==> src/rtl/fpm_pkg.sv <==
package fpm_pkg;

    typedef enum logic [1:0] {
        MON_IDLE = 2'd0,
        MON_RUN  = 2'd1,
        MON_SLIP = 2'd2
    } mon_state_e;

    typedef enum logic [1:0] {
        VERD_NONE  = 2'd0,
        VERD_EARLY = 2'd1,
        VERD_LATE  = 2'd2
    } verdict_e;

endpackage

==> src/rtl/fpm_edge_sync.sv <==
module fpm_edge_sync #(
    parameter int STAGES = 2
) (
    input  logic clk,
    input  logic rst_n,
    input  logic async_in,
    output logic rise_o
);

    typedef struct packed {
        logic [STAGES-1:0] chain;
        logic              last;
    } sync_t;

    sync_t cur_q, nxt_d;

    always_comb begin
        nxt_d       = cur_q;
        nxt_d.chain = {cur_q.chain[STAGES-2:0], async_in};
        nxt_d.last  = cur_q.chain[STAGES-1];
    end

    always_ff @(posedge clk or negedge rst_n) begin
        if (!rst_n) begin
            cur_q <= '0;
        end else begin
            cur_q <= nxt_d;
        end
    end

    assign rise_o = cur_q.chain[STAGES-1] & ~cur_q.last;

endmodule

==> src/rtl/fpm_period_judge.sv <==
module fpm_period_judge
    import fpm_pkg::*;
#(
    parameter int NOMINAL_CYCLES = 4096,
    parameter int TOLERANCE      = 2
) (
    input  logic     clk,
    input  logic     rst_n,
    input  logic     enable,
    input  logic     mark,
    output verdict_e verdict_o
);

    localparam int HI_LIMIT = NOMINAL_CYCLES + TOLERANCE;
    localparam int LO_LIMIT = NOMINAL_CYCLES - TOLERANCE;
    localparam int CNT_W    = $clog2(HI_LIMIT + 1);
    localparam logic [CNT_W-1:0] LAST_COUNT  = CNT_W'(HI_LIMIT);
    localparam logic [CNT_W-1:0] EARLY_BELOW = CNT_W'(LO_LIMIT - 1);

    typedef struct packed {
        mon_state_e       state;
        logic [CNT_W-1:0] count;
    } judge_t;

    judge_t   cur_q, nxt_d;
    verdict_e verdict_d;

    always_comb begin
        nxt_d     = cur_q;
        verdict_d = VERD_NONE;
        if (!enable) begin
            nxt_d.state = MON_IDLE;
            nxt_d.count = '0;
        end else begin
            unique case (cur_q.state)
                MON_IDLE: begin
                    nxt_d.count = '0;
                    if (mark) begin
                        nxt_d.state = MON_RUN;
                    end
                end
                MON_RUN, MON_SLIP: begin
                    if (cur_q.count == LAST_COUNT) begin
                        verdict_d   = VERD_LATE;
                        nxt_d.count = '0;
                        nxt_d.state = mark ? MON_RUN : MON_SLIP;
                    end else if (mark) begin
                        if ((cur_q.state == MON_RUN) && (cur_q.count < EARLY_BELOW)) begin
                            verdict_d = VERD_EARLY;
                        end
                        nxt_d.count = '0;
                        nxt_d.state = MON_RUN;
                    end else begin
                        nxt_d.count = cur_q.count + CNT_W'(1);
                    end
                end
                default: begin
                    nxt_d.state = MON_IDLE;
                    nxt_d.count = '0;
                end
            endcase
        end
    end

    always_ff @(posedge clk or negedge rst_n) begin
        if (!rst_n) begin
            cur_q <= '{state: MON_IDLE, count: '0};
        end else begin
            cur_q <= nxt_d;
        end
    end

    assign verdict_o = verdict_d;

endmodule

==> src/rtl/fpm_flag_bank.sv <==
module fpm_flag_bank
    import fpm_pkg::*;
(
    input  logic     clk,
    input  logic     rst_n,
    input  verdict_e verdict,
    input  logic     clr_early,
    input  logic     clr_late,
    output logic     early_o,
    output logic     late_o,
    output logic     strobe_o
);

    typedef struct packed {
        logic early;
        logic late;
        logic strobe;
    } flags_t;

    flags_t cur_q, nxt_d;

    always_comb begin
        nxt_d        = cur_q;
        nxt_d.early  = (cur_q.early & ~clr_early) | (verdict == VERD_EARLY);
        nxt_d.late   = (cur_q.late  & ~clr_late)  | (verdict == VERD_LATE);
        nxt_d.strobe = (verdict != VERD_NONE);
    end

    always_ff @(posedge clk or negedge rst_n) begin
        if (!rst_n) begin
            cur_q <= '0;
        end else begin
            cur_q <= nxt_d;
        end
    end

    assign early_o  = cur_q.early;
    assign late_o   = cur_q.late;
    assign strobe_o = cur_q.strobe;

endmodule

==> src/rtl/frame_period_monitor.sv <==
module frame_period_monitor
    import fpm_pkg::*;
#(
    parameter int NOMINAL_CYCLES = 4096,
    parameter int TOLERANCE      = 2,
    parameter int SYNC_STAGES    = 2
) (
    input  logic clk,
    input  logic rst_n,
    input  logic mon_en,
    input  logic ref_pulse,
    input  logic clr_early,
    input  logic clr_late,
    output logic early_flag,
    output logic late_flag,
    output logic viol_strobe
);

    logic     mark;
    verdict_e verdict;

    fpm_edge_sync #(
        .STAGES (SYNC_STAGES)
    ) sync_i (
        .clk      (clk),
        .rst_n    (rst_n),
        .async_in (ref_pulse),
        .rise_o   (mark)
    );

    fpm_period_judge #(
        .NOMINAL_CYCLES (NOMINAL_CYCLES),
        .TOLERANCE      (TOLERANCE)
    ) judge_i (
        .clk       (clk),
        .rst_n     (rst_n),
        .enable    (mon_en),
        .mark      (mark),
        .verdict_o (verdict)
    );

    fpm_flag_bank flags_i (
        .clk       (clk),
        .rst_n     (rst_n),
        .verdict   (verdict),
        .clr_early (clr_early),
        .clr_late  (clr_late),
        .early_o   (early_flag),
        .late_o    (late_flag),
        .strobe_o  (viol_strobe)
    );

endmodule

==> config.mk <==
export PLATFORM = sky130hd
export DESIGN_NAME = frame_period_monitor
export DESIGN_NICKNAME = d
export VERILOG_FILES = /design/src/rtl/fpm_pkg.sv /design/src/rtl/fpm_edge_sync.sv /design/src/rtl/fpm_period_judge.sv /design/src/rtl/fpm_flag_bank.sv /design/src/rtl/frame_period_monitor.sv
export SDC_FILE = /design/constraint.sdc
export NUM_CORES = 1
export LEC_CHECK = 0
export BUFFER_PORTS_ARGS = -buffer_cell sky130_fd_sc_hd__buf_4
export CAP_MARGIN = 10
export CORE_UTILIZATION = 50
export DETAILED_ROUTE_END_ITERATION = 16
export PLACE_DENSITY_LB_ADDON = 0.3
export SETUP_SLACK_MARGIN = 0.5
export SYNTH_ARGS = -nofsm -noshare
export SYNTH_HDL_FRONTEND = slang
export SYNTH_HIERARCHICAL = 1
export SYNTH_SLANG_ARGS = --single-unit
==> constraint.sdc <==
create_clock -name clk -period 2.5 [get_ports clk]
set_clock_uncertainty 0.2 [all_clocks]
set_input_delay 0.125 -clock clk [delete_from_list [all_inputs] [get_ports clk]]
set_output_delay 0.125 -clock clk [all_outputs]
set_load 0.02 [all_outputs]
Word-level counts from Yosys, hierarchy flattened:

Index checks and enable logic that the tools add are counted.

* register bits after elaboration: 21
* output and inout port bits: 3
* input port bits: 6

* bitwise logic cells: 8
* $add $sub $neg: 1
* equal/unequal tests: 5
* magnitude comparators: 1
* mux-type cells: 11
* reductions and logical operators: 4

Operator list (number)
* 15-bit 2-to-1 mux: 2
* 15-bit one-hot mux with 2 select lines: 1
* 13-bit by 1-bit adder with 13-bit output, second input constant: 1
* 13-bit equality test, second input constant: 1
* 13-bit by 12-bit < comparator with 1-bit output, second input constant: 1
* 13-bit 2-to-1 mux: 1
* 2-bit 2-to-1 mux: 6
* 2-bit by 1-bit equality test with 1-bit output, second input constant: 2
* 2-bit equality test, second input constant: 2
* 1-bit AND: 3
* 1-bit inverter: 3
* 2-bit logical NOT: 1
* 1-bit OR: 2
* 2-bit nonzero test: 1
* 2-bit OR reduction: 1
* 1-bit logical AND: 1
* 1-bit 2-to-1 mux: 1

Depth between registers and ports, before layout:

* depth after elaboration: 9
* mapped depth: 7
* depth with buffers taken out: 7

Cells and area by module:

The synthesis kept the hierarchy.

Modules (own cells, without submodules)
* fpm_period_judge: cells an instance 85, area an instance 827.0 µm², seq. area each 375.4 µm², instances 1
* fpm_flag_bank: cells an instance 10, area an instance 106.4 µm², seq. area each 75.1 µm², instances 1
* fpm_edge_sync: cells an instance 4, area an instance 88.8 µm², seq. area each 75.1 µm², instances 1

Worst setup path before layout:

OpenSTA, ideal clock, no wires.

* path type: register -> register
* start: register judge_i/cur_q[0] in the netlist's numbering
* end: register judge_i/cur_q[11] in the netlist's numbering
* data required time: 2.181 ns
* arrival time: 1.347 ns
* slack: 0.834 ns
* stages on the path, launching flop included: 8
* library setup time: 0.119 ns
* clock period less this slack: 1.666 ns
* path through: dfrtp_1 > inv_1 > ha_1 > nor4b_1 > nand3_1 > nand3_2 > buf_6 > nor2_1

RTL lines
* start, declared: line fpm_period_judge.sv:25 `judge_t cur_q, nxt_d;`
* start signal, assigned: line fpm_period_judge.sv:67 `cur_q <= '{state: MON_IDLE, count: '0};`
* start signal, assigned: line fpm_period_judge.sv:69 `cur_q <= nxt_d;`

==> run summary <==
- **count of pins over their slew limit** 0
- **pin slew with the least headroom to its limit** 0.4629 ns
- **sequential cell area in the final layout** 525.5 um2
- **Leakage Power** 0.5008 nW
- **number of rows created at floorplan** 15
- **Yosys warning total** 6
- **IR Drop Worst-Case VDD** 0.3679 mV
- **Residual DRC** 0
- **Psw** 0.0001214 W
- **class of the tightest hold or removal check** primary input to asynchronous set/reset pin
- **Register-to-Register Path Depth** 7
- **slowest stage cell, crit path** sky130_fd_sc_hd__dfrtp_1
- **clock slew seen by the registers of the worst setup and hold paths** 0.11 ns
- **final HPWL from detailed placement** 1310 um
- **die outline width** 47.22 um
- **Worst-Skew Late Latency** 0.30 ns
- **Port Buffers** 8
- **root buffer cell** sky130_fd_sc_hd__clkbuf_4
- **maximum operating frequency** 529.8 MHz
- **multi-input combinational cell area** 459.2 um2
- **number of synthesized flops with an enable pin** 0
- **WP data required** 2.52 ns
- **TritonCTS clock tree** yes
- **number of antenna cells inserted** 0
- **Worst Setup Start Kind** register
- **pre-CTS setup slack** 0.6501 ns
- **DRC marker count from the first detailed-route iteration** 19
- **per-cell routed wire length** 12.89 um
- **sum of overflow across all layers after global routing** 0
- **Worst path top cell family by delay** simple AND/OR/NAND/NOR gates
- **first drt pass iteration count** 4
- **smallest setup slack after layout** 0.6125 ns
- **Die Y-Extent** 47.22 um
- **part of the cycle the worst path needs** 0.7550
- **number of antenna violations at the first check in global routing** 0
- **most frequent cell after synthesis** sky130_fd_sc_hd__dfrtp_1
- **DP Area** 0.001102 mm2
- **series of cell instances along the critical path** inv_1, ha_1, nor4b_1, nand3_1, nor2_1, inv_1, o22ai_1
- **die area** 0.002229 mm2
- **fraction of power spent switching nets** 0.2240
- **count of instances resized after the clock tree is built** 0
- **Total Routed Length** 1805 um
- **antenna viol nets, final** 0
- **total routing resource utilization after global routing** 0.1923
- **area added between synthesis and finish** 15.42%
- **commonest cells in the synthesized netlist** sky130_fd_sc_hd__dfrtp_1 (21), sky130_fd_sc_hd__nor2_1 (17), sky130_fd_sc_hd__inv_1 (7), sky130_fd_sc_hd__nand2_1 (7), sky130_fd_sc_hd__xnor2_1 (6)
- **detailed-routed wire length on met2** 871 um
- **cell types with the largest area share after synthesis** sky130_fd_sc_hd__dfrtp_1 (51%), sky130_fd_sc_hd__nor2_1 (6.2%), sky130_fd_sc_hd__ha_1 (6.1%), sky130_fd_sc_hd__xnor2_1 (5.1%), sky130_fd_sc_hd__xor2_1 (4.3%)
- **crit path kind** register to register
- **largest net degree at the start of global routing** 22
- **outcome** finished, final reports clean
- **Post-Route Setup TNS** 0 ns
- **area share of the leading cell type in the synthesized netlist** 0.5141
- **average footprint of a synthesized cell** 10.33 um2
- **uppermost routed layer** met4
- **Core Region** 0.001821 mm2
- **RePlAce Congestion** 0.7921
- **Critical Path Fanout Max** 6
- **clock period minus worst slack** 1.887 ns
- **internal portion of total power** 0.0004205 W
- **area of all placed cells without fillers** 0.001180 mm2
- **CP dominant cell by count** sky130_fd_sc_hd__inv_1
- **starting density of the core** 0.5615
- **Clock Power Share** 0.293
- **worst slew margin relative to its limit** 0.6871
- **number of distinct library cells after synthesis** 25
- **Crit path depth** 7
- **Async S/R FF share, synth** 1.000
- **largest buffer count on any clock path** 2
- **Gate power share** 0.065
- **Max-Cap Viols** 0
- **via count** 723
- **final-stage net count** 127
- **CTS sink cnt** 21
- **syn_nets** 110
- **Via-to-Cell Ratio** 5.164
- **Syn Inst Count** 99
- **sequential cell fraction of total power** 0.642
- **Worst Setup End Kind** register
- **first-pass GRT wire length** 2932 um
- **routed metal-1 wire length** 880 um
- **number of synthesized register bits** 21
- **final setup vio count** 0
- **Seq/Total Area, Yosys** 0.5141
- **Syn Std Cell Area** 0.001022 mm2
- **biggest cell delay along the critical path** 0.44 ns
- **Final Hold Violating Endpoints** 0
- **routed length on met3** 41 um
- **via count of the first global-routing pass** 654
- **fraction of layout instances using a drive strength above 1** 0.1478
- **number of buffers inserted during clock tree synthesis** 3
- **most frequently used flop master after synthesis** sky130_fd_sc_hd__dfrtp_1
- **dominant cell type by area after synthesis** sky130_fd_sc_hd__dfrtp_1
- **IO Count** 9
- **filler cell count in the final layout** 154
- **RSZ-0062 raised after global routing** no
- **number of H-tree branching levels** 1
- **Crit path buffers/inverters** 2
- **data arrival time of the critical path** 1.91 ns
- **power per cell area** 459.3 mW/mm2
-- what timing repair did --
action,in CTS,in global routing
endpoints found under the hold margin,25,0
hold buffers,5,0
buffers inserted,0,0
-- cell usage in the layout (no fill, tap or decap), types with 2 or more instances in the layout --
cell type / instances
sky130_fd_sc_hd__nor2_1: 17
sky130_fd_sc_hd__clkbuf_4: 3
sky130_fd_sc_hd__nor4b_1: 2
sky130_fd_sc_hd__nand4_1: 2
sky130_fd_sc_hd__xnor2_1: 6
sky130_fd_sc_hd__nand3_1: 5
sky130_fd_sc_hd__dlygate4sd3_1: 5
sky130_fd_sc_hd__inv_1: 7
sky130_fd_sc_hd__o22ai_1: 3
sky130_fd_sc_hd__nor4_1: 2
sky130_fd_sc_hd__dfrtp_1: 21
sky130_fd_sc_hd__ha_1: 5
sky130_fd_sc_hd__xor2_1: 5
sky130_fd_sc_hd__nor3_1: 5
sky130_fd_sc_hd__nand2_1: 7
sky130_fd_sc_hd__buf_4: 8
-- flip-flops by register name, indices dropped and copies added (netlist names) --
signal / count
judge_i/cur_q: 15
flags_i/late_o: 1
flags_i/early_o: 1
sync_i/cur_q: 3
flags_i/strobe_o: 1
-- power groups by stage --
stage	registers, W	logic, W	clock network, W
6_report	0.000348	0.0000353	0.000159
3_3_place_gp	0.000354	0.0000289	0
4_1_cts	0.000348	0.0000359	0.000165
3_5_place_dp	0.000355	0.0000296	0
5_1_grt	0.000349	0.0000393	0.000181
2_1_floorplan	0.000354	0.0000146	0
-- path summary, 6_finish.rpt --
path / startpoint / endpoint / slack (ns)
max in group asynchronous: rst_n / flags_i/late_o$_DFF_PN0_ / 1.86
worst max-delay path: judge_i/cur_q[0]$_DFF_PN0_ / flags_i/late_o$_DFF_PN0_ / 0.61
min in group clk: sync_i/cur_q[1]$_DFF_PN0_ / sync_i/cur_q[2]$_DFF_PN0_ / 0.18
worst min-delay path: rst_n / judge_i/cur_q[8]$_DFF_PN0_ / 0.03
worst min register to register: sync_i/cur_q[1]$_DFF_PN0_ / sync_i/cur_q[2]$_DFF_PN0_ / 0.18
worst max register to register: judge_i/cur_q[0]$_DFF_PN0_ / flags_i/late_o$_DFF_PN0_ / 0.61
-- routing by layer --
layer | vias to the layer above | global-route usage
met5 | - | 0
met4 | 0 | 0.06857
met3 | 2 | 0.04615
met2 | 9 | 0.3028
met1 | 346 | 0.2591
li1 | 366 | -
-- cell families after synthesis --
kind of cell / share of synthesized area
XOR/XNOR: 0.09424
adder cells (fa/ha/maj): 0.06120
flip-flops: 0.5141
buffers and inverters: 0.03672
AO/OA/AOI/OAI: 0.03060
AND/OR/NAND/NOR: 0.2632
-- worst reg2reg max path: cells and delay by family, from the launching register on --
kind	cells	cell delay, ns
and+or+nand+nor	3	0.74
AOI/OAI and AO/OA	1	0.14
adders and majority gates	1	0.13
buffers and inverters	2	0.16
DFF	1	0.44
-- stage by stage --
step,total power (W),std cells,hold WS (ns),utilization
2_1_floorplan,0.0003686,99,-0.3706,-
3_3_place_gp,0.0003830,131,-0.1833,0.6055
3_5_place_dp,0.0003843,131,-0.1805,0.6055
4_1_cts,0.0005495,140,0.02656,0.6481
5_1_grt,0.0005688,140,0.04717,0.6481
6_report,0.0005419,140,0.03434,0.6481
-- cell type report --
type | count | share of cell area
sequential | 21 | 0.4454
multi-input combinational | 70 | 0.3892
timing repair buffer | 13 | 0.09332
tap | 25 | 0.02651
inverter | 7 | 0.02227
clock buffer | 3 | 0.01909
clock inverter | 1 | 0.004242
Note: power is estimated with default switching activity, not from simulation.
